**src/rtl/lfsr_div_pkg.sv**
```systemverilog
package lfsr_div_pkg;

    localparam int          DEF_WIDTH = 4;
    localparam logic [3:0]  DEF_TAPS  = 4'b0010;
    localparam logic [3:0]  DEF_START = 4'b0000;
    localparam logic [3:0]  DEF_TERM  = 4'b0101;

    // what the count register does on the coming edge
    typedef enum logic [1:0] {
        ACT_LOAD  = 2'd0,
        ACT_SHIFT = 2'd1,
        ACT_WRAP  = 2'd2
    } div_act_e;

    typedef struct packed {
        logic pulse;
        logic wave;
    } div_out_t;

    function automatic logic act_is_wrap(div_act_e a);
        return a == ACT_WRAP;
    endfunction

endpackage

```
**src/rtl/lfsr_div_step.sv**
```systemverilog
module lfsr_div_step #(
    parameter int               WIDTH = 4,
    parameter logic [WIDTH-1:0] TAPS  = 4'b0010
) (
    input  logic [WIDTH-1:0] cur,
    output logic [WIDTH-1:0] nxt
);
    localparam int TOP = WIDTH - 1;

    assign nxt[0] = cur[TOP];

    for (genvar n = 1; n < WIDTH; n++) begin : g_bit
        if (TAPS[n]) begin : g_tap
            assign nxt[n] = cur[n-1] ~^ cur[TOP];
        end else begin : g_wire
            assign nxt[n] = cur[n-1];
        end
    end
endmodule

```
**src/rtl/lfsr_div_count.sv**
```systemverilog
module lfsr_div_count
    import lfsr_div_pkg::*;
#(
    parameter int               WIDTH = 4,
    parameter logic [WIDTH-1:0] TAPS  = 4'b0010
) (
    input  logic             clk,
    input  logic             rst,
    input  logic [WIDTH-1:0] start_state,
    input  logic [WIDTH-1:0] term_state,
    output logic [WIDTH-1:0] cnt_q,
    output logic [WIDTH-1:0] term_q,
    output div_act_e         act
);
    logic [WIDTH-1:0] cnt_step;

    lfsr_div_step #(.WIDTH(WIDTH), .TAPS(TAPS)) u_step (
        .cur (cnt_q),
        .nxt (cnt_step)
    );

    always_comb begin
        if (rst)                 act = ACT_LOAD;
        else if (cnt_q == term_q) act = ACT_WRAP;
        else                     act = ACT_SHIFT;
    end

    always_ff @(posedge clk) begin
        case (act)
            ACT_LOAD, ACT_WRAP: begin
                cnt_q  <= start_state;
                term_q <= term_state;
            end
            default: begin
                cnt_q  <= cnt_step;
            end
        endcase
    end

    property p_reload_start;
        @(posedge clk) disable iff (rst)
        (cnt_q == term_q) |=> (cnt_q == $past(start_state));
    endproperty
    AST_RELOAD_START: assert property (p_reload_start);

    property p_term_held;
        @(posedge clk) disable iff (rst)
        (cnt_q != term_q) |=> $stable(term_q);
    endproperty
    AST_TERM_HELD: assert property (p_term_held);

    property p_lockup;
        @(posedge clk) disable iff (rst)
        ((&cnt_q) && (cnt_q != term_q)) |=> (&cnt_q);
    endproperty
    AST_LOCKUP_STAYS: assert property (p_lockup);

endmodule

```
**src/rtl/lfsr_div_tick.sv**
```systemverilog
module lfsr_div_tick
    import lfsr_div_pkg::*;
(
    input  logic     clk,
    input  logic     rst,
    input  div_act_e act,
    output div_out_t outs
);
    always_ff @(posedge clk) begin
        if (rst) begin
            outs <= '0;
        end else begin
            outs.pulse <= act_is_wrap(act);
            if (act_is_wrap(act)) outs.wave <= ~outs.wave;
        end
    end

    property p_wave_flip;
        @(posedge clk) disable iff (rst)
        outs.pulse |-> (outs.wave != $past(outs.wave));
    endproperty
    AST_WAVE_FLIP: assert property (p_wave_flip);

    property p_wave_hold;
        @(posedge clk) disable iff (rst)
        !outs.pulse |-> $stable(outs.wave);
    endproperty
    AST_WAVE_HOLD: assert property (p_wave_hold);

endmodule

```
**src/rtl/lfsr_clk_div.sv**
```systemverilog
module lfsr_clk_div
    import lfsr_div_pkg::*;
#(
    parameter int               WIDTH = DEF_WIDTH,
    parameter logic [WIDTH-1:0] TAPS  = DEF_TAPS
) (
    input  logic             clk,
    input  logic             rst,
    input  logic [WIDTH-1:0] start_state,
    input  logic [WIDTH-1:0] term_state,
    output logic             pulse_o,
    output logic             wave_o
);
    logic [WIDTH-1:0] cnt;
    logic [WIDTH-1:0] term_q;
    div_act_e         act;
    div_out_t         outs;

    lfsr_div_count #(.WIDTH(WIDTH), .TAPS(TAPS)) u_count (
        .clk         (clk),
        .rst         (rst),
        .start_state (start_state),
        .term_state  (term_state),
        .cnt_q       (cnt),
        .term_q      (term_q),
        .act         (act)
    );

    lfsr_div_tick u_tick (
        .clk  (clk),
        .rst  (rst),
        .act  (act),
        .outs (outs)
    );

    assign pulse_o = outs.pulse;
    assign wave_o  = outs.wave;

    property p_pulse_on_match;
        @(posedge clk) disable iff (rst)
        (cnt == term_q) |=> pulse_o;
    endproperty
    AST_PULSE_ON_MATCH: assert property (p_pulse_on_match);

    property p_quiet;
        @(posedge clk) disable iff (rst)
        (cnt != term_q) |=> !pulse_o;
    endproperty
    AST_QUIET_OTHERWISE: assert property (p_quiet);

    property p_reset_clear;
        @(posedge clk)
        rst |=> (!pulse_o && !wave_o && cnt == $past(start_state));
    endproperty
    AST_RESET_CLEAR: assert property (p_reset_clear);

endmodule

```
**config.mk**
```make
export PLATFORM = sky130hd
export DESIGN_NAME = lfsr_clk_div
export DESIGN_NICKNAME = d
export VERILOG_FILES = /design/src/rtl/lfsr_div_pkg.sv /design/src/rtl/lfsr_div_step.sv /design/src/rtl/lfsr_div_count.sv /design/src/rtl/lfsr_div_tick.sv /design/src/rtl/lfsr_clk_div.sv
export SDC_FILE = /design/constraint.sdc
export NUM_CORES = 1
export LEC_CHECK = 0
export ABC_AREA = 1
export BUFFER_PORTS_ARGS = -buffer_cell sky130_fd_sc_hd__buf_2
export CAP_MARGIN = 20
export CORE_AREA = 2 2 39 41
export CTS_BUF_LIST = sky130_fd_sc_hd__clkbuf_16
export CTS_CLUSTER_SIZE = 12
export DETAILED_ROUTE_END_ITERATION = 10
export DIE_AREA = 0 0 41 43
export PLACE_DENSITY = 0.58
export SLEW_MARGIN = 10
export SYNTH_ARGS = -nofsm -noshare
export SYNTH_HDL_FRONTEND = slang
export SYNTH_SLANG_ARGS = --single-unit
```
**constraint.sdc**
```tcl
create_clock -name clk -period 1.8 [get_ports clk]
set_clock_uncertainty 0.15 [all_clocks]
set_input_delay 0.18 -clock clk [delete_from_list [all_inputs] [get_ports clk]]
set_output_delay 0.18 -clock clk [all_outputs]
set_load 0.1 [all_outputs]
```
# Word level (Yosys, flattened, before mapping)
# Index checks and enable logic that the tools add are counted.
[word_totals] word_cells=13 ff_bits=10
[op_classes] n_reduce_logical=2 eq_ne=2 n_bitwise=2 n_mux=3
[op_table] cell="$eq 4x4->1" n=1
[op_table] cell="$mux 2" n=2
[op_table] cell="$mux 4" n=1
[op_table] cell="$eq 2x2->1 const B" n=1
[op_table] cell="$logic_not 2->1" n=1
[op_table] cell="$reduce_or 2->1" n=1
[op_table] cell="$not 1->1" n=1
[op_table] cell="$xnor 1x1->1" n=1

# Depth between registers and ports, before layout
# Gate-level depths: netlist of the first run.
[logic_depth] ltp_word=6 mapped_depth=8 depth_no_buf=8

# Cells and area by module
# Synthesis of the first run repeated with hierarchy kept, for this count alone.
[unflattened] hier_cells=65 area_unflattened_um2=484.2
[by_module_without_submodules] mod="lfsr_div_count" cells_per_inst=47 instances=1 area_each_um2=366.6
[by_module_without_submodules] mod="lfsr_div_tick" cells_per_inst=10 instances=1 area_each_um2=76.3
[by_module_without_submodules] mod="lfsr_div_step" cells_per_inst=8 instances=1 area_each_um2=41.3

# Worst setup path after synthesis of the first run
# No wires, ideal clock.
[synth_timing] path_kind="register -> register" from="register, netlist name u_tick.outs[0]" to="register, netlist name u_tick.outs[0]" stages_incl_launch_ff=4 required_time_ps=1534 arrival_time_ps=1185 n_path_buf=0 setup_slack_ps=349 period_less_slack_ps=1451 path_cell_list="dfxtp_1 inv_1 nand4_1 nand2_1"
[synth_via] elab_chain_cells=1
[synth_rtl] element="$not 1->1" line="lfsr_div_tick.sv:14" rtl="if (act_is_wrap(act)) outs.wave <= ~outs.wave;"
# No other way between the ends.
# A chain may end at the register's enable or synchronous reset.

# Final worst setup path of the first run
[layout_timing] from="register u_count.cnt_q[3]" to="register u_count.term_q[3] (enable)"
[layout_via] elab_chain_cells=5 elab_cells_between_ends=6 cone_classes="eq/ne: 2; mux: 2; reduce/logical: 2"
[layout_rtl] element="start: declaration" line="lfsr_div_count.sv:11" rtl="output logic [WIDTH-1:0] cnt_q,"
[layout_rtl] element="start signal: assignment" line="lfsr_div_count.sv:31" rtl="cnt_q <= start_state;"
[layout_rtl] element="start signal: assignment" line="lfsr_div_count.sv:35" rtl="cnt_q <= cnt_step;"
[layout_rtl] element="$eq 4x4->1 *" line="lfsr_div_count.sv:24" rtl="else if (cnt_q == term_q) act = ACT_WRAP;"
[layout_rtl] element="$mux 2 *" line="lfsr_div_count.sv:24"
[layout_rtl] element="$mux 2 *" line="lfsr_div_count.sv:23" rtl="if (rst) act = ACT_LOAD;"
[layout_rtl] element="$eq 2x2->1 / $logic_not 2->1 (equally long branches)" line="lfsr_div_count.sv:29" rtl="case (act)"
[layout_rtl] element="$reduce_or 2->1 *" line="lfsr_div_count.sv:29"
[layout_rtl] element="end signal: assignment" line="lfsr_div_count.sv:32" rtl="term_q <= term_state;"
[layout_rtl] element="end: declaration" line="lfsr_div_count.sv:12" rtl="output logic [WIDTH-1:0] term_q,"
# Mark *: on every way between the ends. The rest lies on a longest branch, timed or not.

==> results of run 1 <==
[through the flow]
| step | instance area, µm² | std cells | hold slack [ns] |
|---|---|---|---|
| global route | 675.6 | 92 | 0.3699 |
| finish | 675.6 | 92 | 0.3337 |
| global placement | 510.5 | 80 | 0.2085 |
| detailed placement | 510.5 | 80 | 0.2056 |
| CTS | 675.6 | 92 | 0.3358 |
| floorplan | 435.4 | 53 | 0.1024 |
[worst max path at each step]
stage	to	depth (start not counted)	start	slack, ns
6_report	u_count.term_q[3]$_DFFE_PP_	6	u_count.cnt_q[3]$_DFF_P_	0.42
4_1_cts	u_count.term_q[3]$_DFFE_PP_	6	u_count.cnt_q[3]$_DFF_P_	0.42
2_1_floorplan	u_tick.outs[0]$_SDFFE_PP0N_	3	u_tick.outs[0]$_SDFFE_PP0N_	0.35
5_1_grt	u_count.term_q[2]$_DFFE_PP_	6	u_count.cnt_q[3]$_DFF_P_	0.35
3_3_place_gp	u_count.term_q[0]$_DFFE_PP_	6	u_count.cnt_q[3]$_DFF_P_	0.42
3_5_place_dp	u_count.term_q[0]$_DFFE_PP_	6	u_count.cnt_q[3]$_DFF_P_	0.43
[per-layer routing]
| layer | vias to the layer above | routed length (µm) | GRT usage |
|---|---|---|---|
| met5 | - | 0 | 0 |
| met4 | 0 | 44 | 0.1400 |
| met3 | 5 | 37 | 0.04712 |
| met2 | 11 | 404 | 0.1875 |
| met1 | 162 | 360 | 0.1424 |
| li1 | 208 | - | - |
[cell usage after synthesis]
cell type / n
nor2_1: 1
xnor2_1: 1
nand2_4: 2
edfxtp_1: 4
nand4_1: 1
inv_1: 9
nor2_2: 2
nand2_1: 21
nand3_1: 5
inv_2: 1
dfxtp_1: 6
[final cells by class]
type / instances / area (µm²) / share of cell area
clock buffer: 3 / 75.07 / 0.1111
inverter: 10 / 37.54 / 0.05556
multi-input combinational: 33 / 157.7 / 0.2333
sequential: 10 / 240.2 / 0.3556
tap: 16 / 20.02 / 0.02963
timing repair buffer: 20 / 145.1 / 0.2148
[sequential cells by signal (all words and copies together), names as in the netlist]
register	flops
u_count.cnt_q	4
u_tick.outs	2
u_count.term_q	4
[critical path, cell delays in order (launching register included)]
cell,delay (ns)
dfxtp_1,0.40
inv_2,0.04
nand2_1,0.06
nand2_1,0.06
nor2_2,0.16
nand2_4,0.10
nand2_4,0.12
[power breakdown]
group	internal, mW	switching, mW
Clock	0.288	0.104
Sequential	0.269	0.0208
Combinational	0.0577	0.0985
Total	0.614	0.223
[cells by family (layout without fill, tap and decap cells)]
group / Yosys count / count (layout) / share of synthesized area
XOR/XNOR: 1 / 1 / 0.02012
AND/OR/NAND/NOR: 32 / 32 / 0.3419
buffers and inverters: 10 / 33 / 0.08619
flip-flops: 10 / 10 / 0.5517
[repair_timing]
| item | CTS | global route |
|---|---|---|
| hold endpoints to repair | 9 | 0 |
| gates resized for setup | 0 | 0 |
| hold buffers | 9 | 0 |
==> results.py, run 1 <==
metrics = {
    "die": {
        "chipWidth_um": 41,
        "start_util": 0.3146,
        "fp.dieArea_um2": 1763,
        "num_rows": 14,
        "die-height_um": 43,
        "core_area_um2": 1384,
        "num_io_pins": 12,
    },
    "timing": {
        "min_period_over_period": 0.7657,
        "finalWorstSetupSlack_ns": 0.4218,
        "maxSlewViolCount": 0,
        "hold_viol": 0,
        "fmax_mhz": 725.6,
        "relSlewSlack": 0.6809,
        "fin_setup_tns_ns": 0,
        "max_slew.worst_pin.slew_ns": 0.4820,
        "setup_viol": 0,
        "fin_crit_ns": 1.378,
        "grt_setup_unrepaired": "no",
    },
    "logic_synthesis": {
        "syn_area_per_cell_um2": 8.215,
        "synth_largest_area_cell": "dfxtp_1",
        "yosysWarnings": 0,
        "netlist_instances": 53,
        "synth.top_cell.area_share": 0.2759,
        "synth.distinct_cells": 11,
        "synth_fp_nets": 63,
        "synth-seq-cells": 10,
        "synth_area_leaders": "dfxtp_1, edfxtp_1, nand2_1",
        "syn_area_um2": 435.4,
        "ys_seq_area_frac": 0.5517,
    },
    "global_route": {
        "grt_pass1_vias": 361,
        "grt_max_degree": 9,
        "grt_overflow": 0,
        "grt_pass1_wl_um": 1407,
        "grt.total_usage": 0.1348,
        "antenna_found_initial": 0,
    },
    "setup_path": {
        "worstPathRequired_ns": 1.60,
        "worstReg2RegEnd": "u_count.term_q[3]$_DFFE_PP_",
        "r2r_start": "u_count.cnt_q[3]$_DFF_P_",
        "rrSetupSlack_ns": 0.42,
        "critPathArrivalTime_ns": 1.17,
        "worstPathMaxFanout": 8,
        "startpoint_type": "flip-flop",
        "r2r_cells": 6,
        "criticalPathCategory": "reg -> reg",
        "critPathCaptureType": "flip-flop",
    },
    "routing": {
        "postRouteWirelength_um": 847,
        "wl_per_cell_um": 9.207,
        "ant_nets": 0,
        "via_per_inst": 4.196,
        "drc": 0,
        "drt_pre_antenna_iters": 4,
        "num_vias": 386,
        "drtIter0Drc": 11,
    },
    "placed_design": {
        "gp_congestion": 0.6675,
        "hpwl_um": 526.5,
        "io_buffers": 11,
        "dp_slack_ns": 0.4281,
    },
    "finish": {
        "area_delta_synth_final_pct": 55.17,
        "mostFrequentLayoutCell": "nand2_1",
        "final_cell_mix": "nand2_1, buf_2, inv_1, dlygate4sd3_1, dfxtp_1",
        "drive_above_1_share": 0.2500,
        "diodes": 0,
        "nNetsFinal": 88,
        "nFillCells": 140,
        "utilization": 0.4882,
    },
    "clock_network": {
        "clock_latency_ns": 0.24,
        "cts_max_path_buffers": 2,
        "cts-root-buf": "clkbuf_16",
        "clk_pin_slew_worst_paths_ns": 0.04,
        "cts_tree": "done",
        "cts.sinks": 10,
        "postCtsSetupBuffers": 0,
        "htreeDepth": 1,
        "numCtsBuffers": 3,
    },
    "min_path": {
        "worst_hold_startpoint": "u_tick.outs[0]$_SDFFE_PP0N_",
        "min_path_type": "reg -> reg",
        "hold_depth": 2,
        "hold_end": "u_tick.outs[0]$_SDFFE_PP0N_",
    },
    "run_status": {
        "status": "finished, final reports clean",
    },
    "power_and_ir_drop": {
        "powerDensity_nw_per_um2": 1240,
        "ir_drop_v": 0.0005338,
        "p_leak_nw": 0.3556,
        "fin_total_pwr_uw": 837.8,
    },
    "run": {
        "drv_cap": 0,
    },
}
(Power assumes the default switching activity.)
==> inputs of run 2 (changes only) <==
ABC_AREA = 0   (was 1)
PLACE_DENSITY = 0.57   (was 0.58)
clock period = 1.16 ns   (was 1.8 ns; I/O delays follow)
==> run 2 against run 1 <==
Via count fell by 28%; synthesized cell count fell by 53%; largest power group unchanged; first-iteration DRC count fell by 100%; critical path type unchanged; die area unchanged; the flow now finishes with violations (negative setup slack); combinational power up 100%; global-route usage fell by 1.9 points; critical endpoint is now u_count.cnt_q[0]$_DFF_P_; clock power rose by 56%; non-clock buffer count up 3; setup slack lost 0.83 ns; clock-buffer cell count did not move.
==> results.py, run 2 <==
metrics = {
    "finish": {
        "area_delta_synth_final_pct": 74.92,
        "nNetsFinal": 63,
        "final_cell_mix": "dlygate4sd3_1, buf_2",
        "drive_above_1_share": 0.5000,
        "finalNonFillerCells": 68,
        "nFillCells": 119,
        "diodes": 0,
        "finish.instance_area_um2": 698.2,
        "largestRegisters": "u_count.cnt_q (4), u_count.term_q (4), u_tick.outs (2)",
    },
    "global_route": {
        "grt.total_usage": 0.1156,
        "grt_pass1_wl_um": 1214,
        "grt_overflow": 0,
        "grt_max_degree": 7,
        "antenna_found_initial": 0,
        "grt_pass1_vias": 290,
    },
    "timing": {
        "grt_setup_unrepaired": "yes",
        "finalWorstSetupSlack_ns": -0.4115,
        "relSlewSlack": 0.8049,
        "fin_setup_tns_ns": -3.738,
        "fin_crit_ns": 1.572,
        "setup_viol": 10,
        "hold_viol": 0,
        "fmax_mhz": 636.3,
        "min_period_over_period": 1.355,
        "maxSlewViolCount": 0,
        "max_slew.worst_pin.slew_ns": 0.2905,
    },
    "die": {
        "num_rows": 14,
        "fp.dieArea_um2": 1763,
        "start_util": 0.2884,
        "core_area_um2": 1384,
        "chipWidth_um": 41,
        "die-height_um": 43,
        "num_io_pins": 12,
    },
    "logic_synthesis": {
        "synth-seq-cells": 10,
        "synth.distinct_cells": 10,
        "syn_area_per_cell_um2": 15.97,
        "synth_ff_type": "dfxtp_1",
        "synth_area_leaders": "dfxtp_1, edfxtp_1, mux2_4",
        "synth_most_common_cell": "dfxtp_1",
        "synth_fp_nets": 35,
        "yosysWarnings": 0,
        "synth.top_cell.area_share": 0.3009,
        "ys_seq_area_frac": 0.6019,
        "postSynth.asyncResetShare": 0,
        "synth_common_cells": "dfxtp_1, edfxtp_1, mux2_4, xor2_1, xnor2_1",
        "synth_largest_area_cell": "dfxtp_1",
        "synth_edf_count": 4,
        "netlist_instances": 25,
        "syn_area_um2": 399.1,
    },
    "routing": {
        "via_per_inst": 4.059,
        "num_vias": 276,
        "postRouteWirelength_um": 710,
        "drtIter0Drc": 0,
        "drc": 0,
        "ant_nets": 0,
        "wl_per_cell_um": 10.44,
        "drt_pre_antenna_iters": 1,
    },
    "min_path": {
        "min_path_type": "in -> reg",
        "worst_hold_startpoint": "rst",
    },
    "run_status": {
        "status": "finished, violations left",
        "violations": "negative setup slack",
    },
    "power_and_ir_drop": {
        "ir_drop_v": 0.001169,
        "p_int_mw": 1.042,
        "switching_share": 0.2486,
        "p_sw_uw": 344.7,
        "p_leak_nw": 0.2998,
        "powerDensity_nw_per_um2": 1987,
        "power_frac_seq": 0.333,
        "power_frac_comb": 0.227,
        "fin_total_pwr_mw": 1.387,
        "p_clk_frac": 0.441,
    },
    "setup_path": {
        "critPathLaunch": "u_count.term_q[3]$_DFFE_PP_",
        "criticalPathCategory": "reg -> reg",
        "crit_family": "simple AND/OR/NAND/NOR gates",
        "startpoint_type": "flip-flop",
        "worstPathRequired_ns": 1.13,
        "critPathSlowestCell": "edfxtp_1",
        "critPathArrivalTime_ns": 1.55,
        "worst_path_largest_cell_delay_ns": 0.37,
        "path_cells": "xor2_1 -> nor4_4 -> nor2_4 -> mux2_4",
        "r2r_start": "u_count.term_q[3]$_DFFE_PP_",
        "path_buf_inv": 0,
        "worstPathMaxFanout": 5,
        "critPathCaptureType": "flip-flop",
    },
    "placed_design": {
        "place_area_um2": 529.3,
        "hpwl_um": 507.6,
        "io_buffers": 11,
        "placedCellCount": 55,
        "dp_slack_ns": -0.4160,
        "gp_congestion": 0.6181,
    },
    "clock_network": {
        "htreeDepth": 1,
        "clock_latency_ns": 0.24,
        "cts.sinks": 10,
        "cts_max_path_buffers": 2,
        "cts_tree": "done",
        "numCtsBuffers": 3,
        "clk_pin_slew_worst_paths_ns": 0.04,
        "cts-root-buf": "clkbuf_16",
    },
    "run": {
        "drv_cap": 0,
    },
}
-- run 2: logic make-up after synthesis --
kind of cell / synth area share
multiplexers: 0.1505
buffers and inverters: 0.009395
flip-flops: 0.6019
AND/OR/NAND/NOR: 0.1066
XOR/XNOR: 0.1317
-- run 2: power by group through the flow --
stage                     clock network [mW]  registers [mW]  logic, mW
after floorplan                            0           0.515      0.143
after global placement                     0           0.464      0.285
after detailed placement                   0           0.466      0.293
after CTS                              0.627           0.462      0.317
after global routing                   0.654           0.465      0.335
final                                  0.611           0.461      0.314
-- run 2: path summary, 6_finish.rpt --
path / to / slack [ns] / cells past startpoint
worst max-delay path: u_count.cnt_q[0]$_DFF_P_ / -0.41 / 4
worst min-delay path: u_count.term_q[3]$_DFFE_PP_ / 0.12 / 3
worst max register to register: u_count.cnt_q[0]$_DFF_P_ / -0.41 / 4
worst min register to register: u_count.cnt_q[2]$_DFF_P_ / 0.38 / 1
-- run 2: layout make-up --
| class | instances | area, µm² | area share |
|---|---|---|---|
| timing repair buffer | 23 | 197.7 | 0.2832 |
| multi-input combinational | 14 | 155.1 | 0.2222 |
| sequential | 10 | 242.7 | 0.3477 |
| clock inverter | 1 | 3.754 | 0.005376 |
| tap | 16 | 20.02 | 0.02867 |
| clock buffer | 3 | 75.07 | 0.1075 |
| inverter | 1 | 3.754 | 0.005376 |
-- run 2: what timing repair did --
action	in CTS	in global routing
resized for setup	0	0
hold buffers	9	0
hold endpoints to repair	10	0
buffers inserted	0	0
setup endpoints to repair	10	10
-- run 2: per-layer routing --
layer	vias to the layer above	part of all wire	global-route usage
li1	137	-	-
met1	126	0.42	0.1262
met2	11	0.47	0.1531
met3	2	0.083	0.09424
met4	0	0.027	0.06000
met5	-	0	0
-- run 2: worst reg2reg max path, stage by stage, from the launching register on --
cell	delay [ns]
edfxtp_1	0.37
xor2_1	0.17
nor4_4	0.35
nor2_4	0.11
mux2_4	0.31
-- run 2: stage by stage --
step / hold WS (ns) / util
global route: 0.1285 / 0.5045
global placement: 0.1419 / 0.3825
finish: 0.1206 / 0.5045
detailed placement: 0.1441 / 0.3825
floorplan: 0.03020 / -
CTS: 0.1220 / 0.5045
==> inputs of run 3 (changes only) <==
--- a/constraint.sdc
+++ b/constraint.sdc
@@ -3,3 +3,3 @@
 set_input_delay 0.116 -clock clk [delete_from_list [all_inputs] [get_ports clk]]
 set_output_delay 0.116 -clock clk [all_outputs]
-set_load 0.1 [all_outputs]
+set_load 0.05 [all_outputs]
==> run 3 against run 2 <==
The flow still finishes with violations (negative setup slack); sequential share of layout area up 1.3 points; total power down 5.4%; critical path depth unchanged; cell count unchanged; global-route usage down 0.078 points; combinational power down 18%; wire length down 9.7%; critical endpoint is now u_count.cnt_q[2]$_DFF_P_; highest routed layer unchanged.
==> results.py, run 3 (synthesis gave the netlist of run 2 again) <==
metrics = {
    "routing": {
        "postRouteWirelength_um": 641,
        "drc": 0,
        "ant_nets": 0,
        "drtIter0Drc": 0,
        "num_vias": 275,
        "wl_per_cell_um": 9.426,
        "via_per_inst": 4.044,
        "drt_pre_antenna_iters": 1,
    },
    "placed_design": {
        "dp_slack_ns": -0.4215,
        "gp_congestion": 0.6624,
        "io_buffers": 11,
        "placedCellCount": 55,
    },
    "die": {
        "chipWidth_um": 41,
        "num_io_pins": 12,
        "core_area_um2": 1384,
        "num_rows": 14,
        "fp.dieArea_um2": 1763,
        "start_util": 0.2884,
        "die-height_um": 43,
    },
    "finish": {
        "largestRegisters": "u_count.cnt_q (4), u_count.term_q (4), u_tick.outs (2)",
        "nFillCells": 132,
        "drive_above_1_share": 0.4615,
        "diodes": 0,
        "area_delta_synth_final_pct": 66.77,
        "mostFrequentLayoutCell": "buf_2",
        "finalNonFillerCells": 68,
        "final_cell_mix": "buf_2, dlygate4sd3_1, dfxtp_1",
        "nNetsFinal": 63,
    },
    "run": {
        "drv_cap": 0,
    },
    "power_and_ir_drop": {
        "power_frac_seq": 0.344,
        "p_int_mw": 1.015,
        "powerDensity_nw_per_um2": 1970,
        "switching_share": 0.2263,
        "p_sw_uw": 296.8,
        "p_clk_frac": 0.460,
        "p_leak_nw": 0.2932,
        "ir_drop_v": 0.0008596,
        "power_frac_comb": 0.195,
    },
    "timing": {
        "finalWorstSetupSlack_ns": -0.4261,
        "setup_viol": 10,
        "grt_setup_unrepaired": "yes",
        "fmax_mhz": 630.5,
        "min_period_over_period": 1.367,
        "fin_crit_ns": 1.586,
        "relSlewSlack": 0.8059,
        "max_slew.worst_pin.slew_ns": 0.2890,
        "hold_viol": 0,
        "maxSlewViolCount": 0,
    },
    "global_route": {
        "grt_max_degree": 7,
        "grt_overflow": 0,
        "antenna_found_initial": 0,
        "grt.total_usage": 0.1148,
        "grt_pass1_wl_um": 1207,
        "grt_pass1_vias": 299,
    },
    "setup_path": {
        "worst_path_largest_cell_delay_ns": 0.38,
        "worstPathMaxFanout": 5,
        "startpoint_type": "flip-flop",
        "worstPathRequired_ns": 1.13,
        "critPathSlowestCell": "edfxtp_1",
        "path_cells": "xor2_1 -> nor4_4 -> nor2_4 -> mux2_4",
        "criticalPathCategory": "reg -> reg",
        "critPathArrivalTime_ns": 1.56,
        "critPathCaptureType": "flip-flop",
    },
    "clock_network": {
        "postCtsSetupBuffers": 0,
        "cts_max_path_buffers": 2,
        "cts-root-buf": "clkbuf_16",
        "cts.repair.resized": 0,
        "cts.sinks": 10,
        "clock_latency_ns": 0.23,
        "clk_pin_slew_worst_paths_ns": 0.04,
        "cts_tree": "done",
        "numCtsBuffers": 3,
        "htreeDepth": 1,
    },
    "run_status": {
        "violations": "negative setup slack",
        "status": "finished, violations left",
    },
    "min_path": {
        "min_path_type": "in -> reg",
    },
}
==> run 3: changes by cell type in the layout (fill, tap and decap cells not counted) <==
cell	previous run	this run
dfxtp_2	2	0
buf_12	2	0
buf_2	9	11
dfxtp_1	4	6
==> run 3: worst max-delay path, delay by kind of cell (launching register included) <==
| kind | cells | cell delay, ns |
|---|---|---|
| xor gates and xnor gates | 1 | 0.18 |
| and+or+nand+nor | 2 | 0.45 |
| DFF | 1 | 0.38 |
| muxes | 1 | 0.31 |
==> run 3: final timing paths <==
kind	slack (ns)	start	end	cells past startpoint
min	0.13	rst	u_count.cnt_q[0]$_DFF_P_	3
max reg2reg	-0.43	u_count.term_q[3]$_DFFE_PP_	u_count.cnt_q[2]$_DFF_P_	4
max	-0.43	u_count.term_q[3]$_DFFE_PP_	u_count.cnt_q[2]$_DFF_P_	4
min reg2reg	0.36	u_tick.outs[0]$_SDFFE_PP0N_	u_tick.outs[0]$_SDFFE_PP0N_	2
==> run 3: area by class of cell <==
class                           count  area (µm²)  share of cell area
Clock inverter                      1       3.754            0.005639
Tap cell                           16       20.02             0.03008
Timing Repair Buffer               23       167.7              0.2519
Inverter                            1       3.754            0.005639
Sequential cell                    10       240.2              0.3609
Multi-Input combinational cell     14       155.1              0.2331
Clock buffer                        3       75.07              0.1128
==> run 3: timing repair <==
action                                  CTS  global route
endpoints found under the hold margin    10             0
cloned                                    0             0
hold buffers                              9             0
endpoints found under the setup margin   10            10
==> run 3: metal layers <==
layer	GRT usage	wire (µm)	up-vias	part of all wire
met5	0	0	-	0
met4	0.1200	37	0	0.058
met3	0.06283	47	5	0.073
met2	0.1500	301	10	0.47
met1	0.1171	254	121	0.40
li1	-	-	139	-
==> run 3: power groups by stage <==
| stage | Clock, mW | Sequential, mW | Combinational, mW |
|---|---|---|---|
| 6_report | 0.604 | 0.452 | 0.256 |
| 3_3_place_gp | 0 | 0.456 | 0.234 |
| 2_1_floorplan | 0 | 0.482 | 0.143 |
| 5_1_grt | 0.641 | 0.459 | 0.278 |
| 4_1_cts | 0.622 | 0.454 | 0.259 |
| 3_5_place_dp | 0 | 0.458 | 0.234 |
==> run 3: through the flow <==
| stage | power [mW] | hold WS [ns] | TNS (ns) | util | instance area [µm²] |
|---|---|---|---|---|---|
| finish | 1.312 | 0.1256 | -3.854 | 0.4810 | 665.6 |
| global route | 1.378 | 0.1303 | -4.525 | 0.4810 | 665.6 |
| CTS | 1.335 | 0.1220 | -3.890 | 0.4810 | 665.6 |
| detailed placement | 0.6923 | 0.1450 | -3.812 | 0.3590 | 496.7 |
| global placement | 0.6900 | 0.1432 | -3.749 | 0.3590 | 496.7 |
| floorplan | 0.6250 | 0.03761 | -3.390 | - | 399.1 |
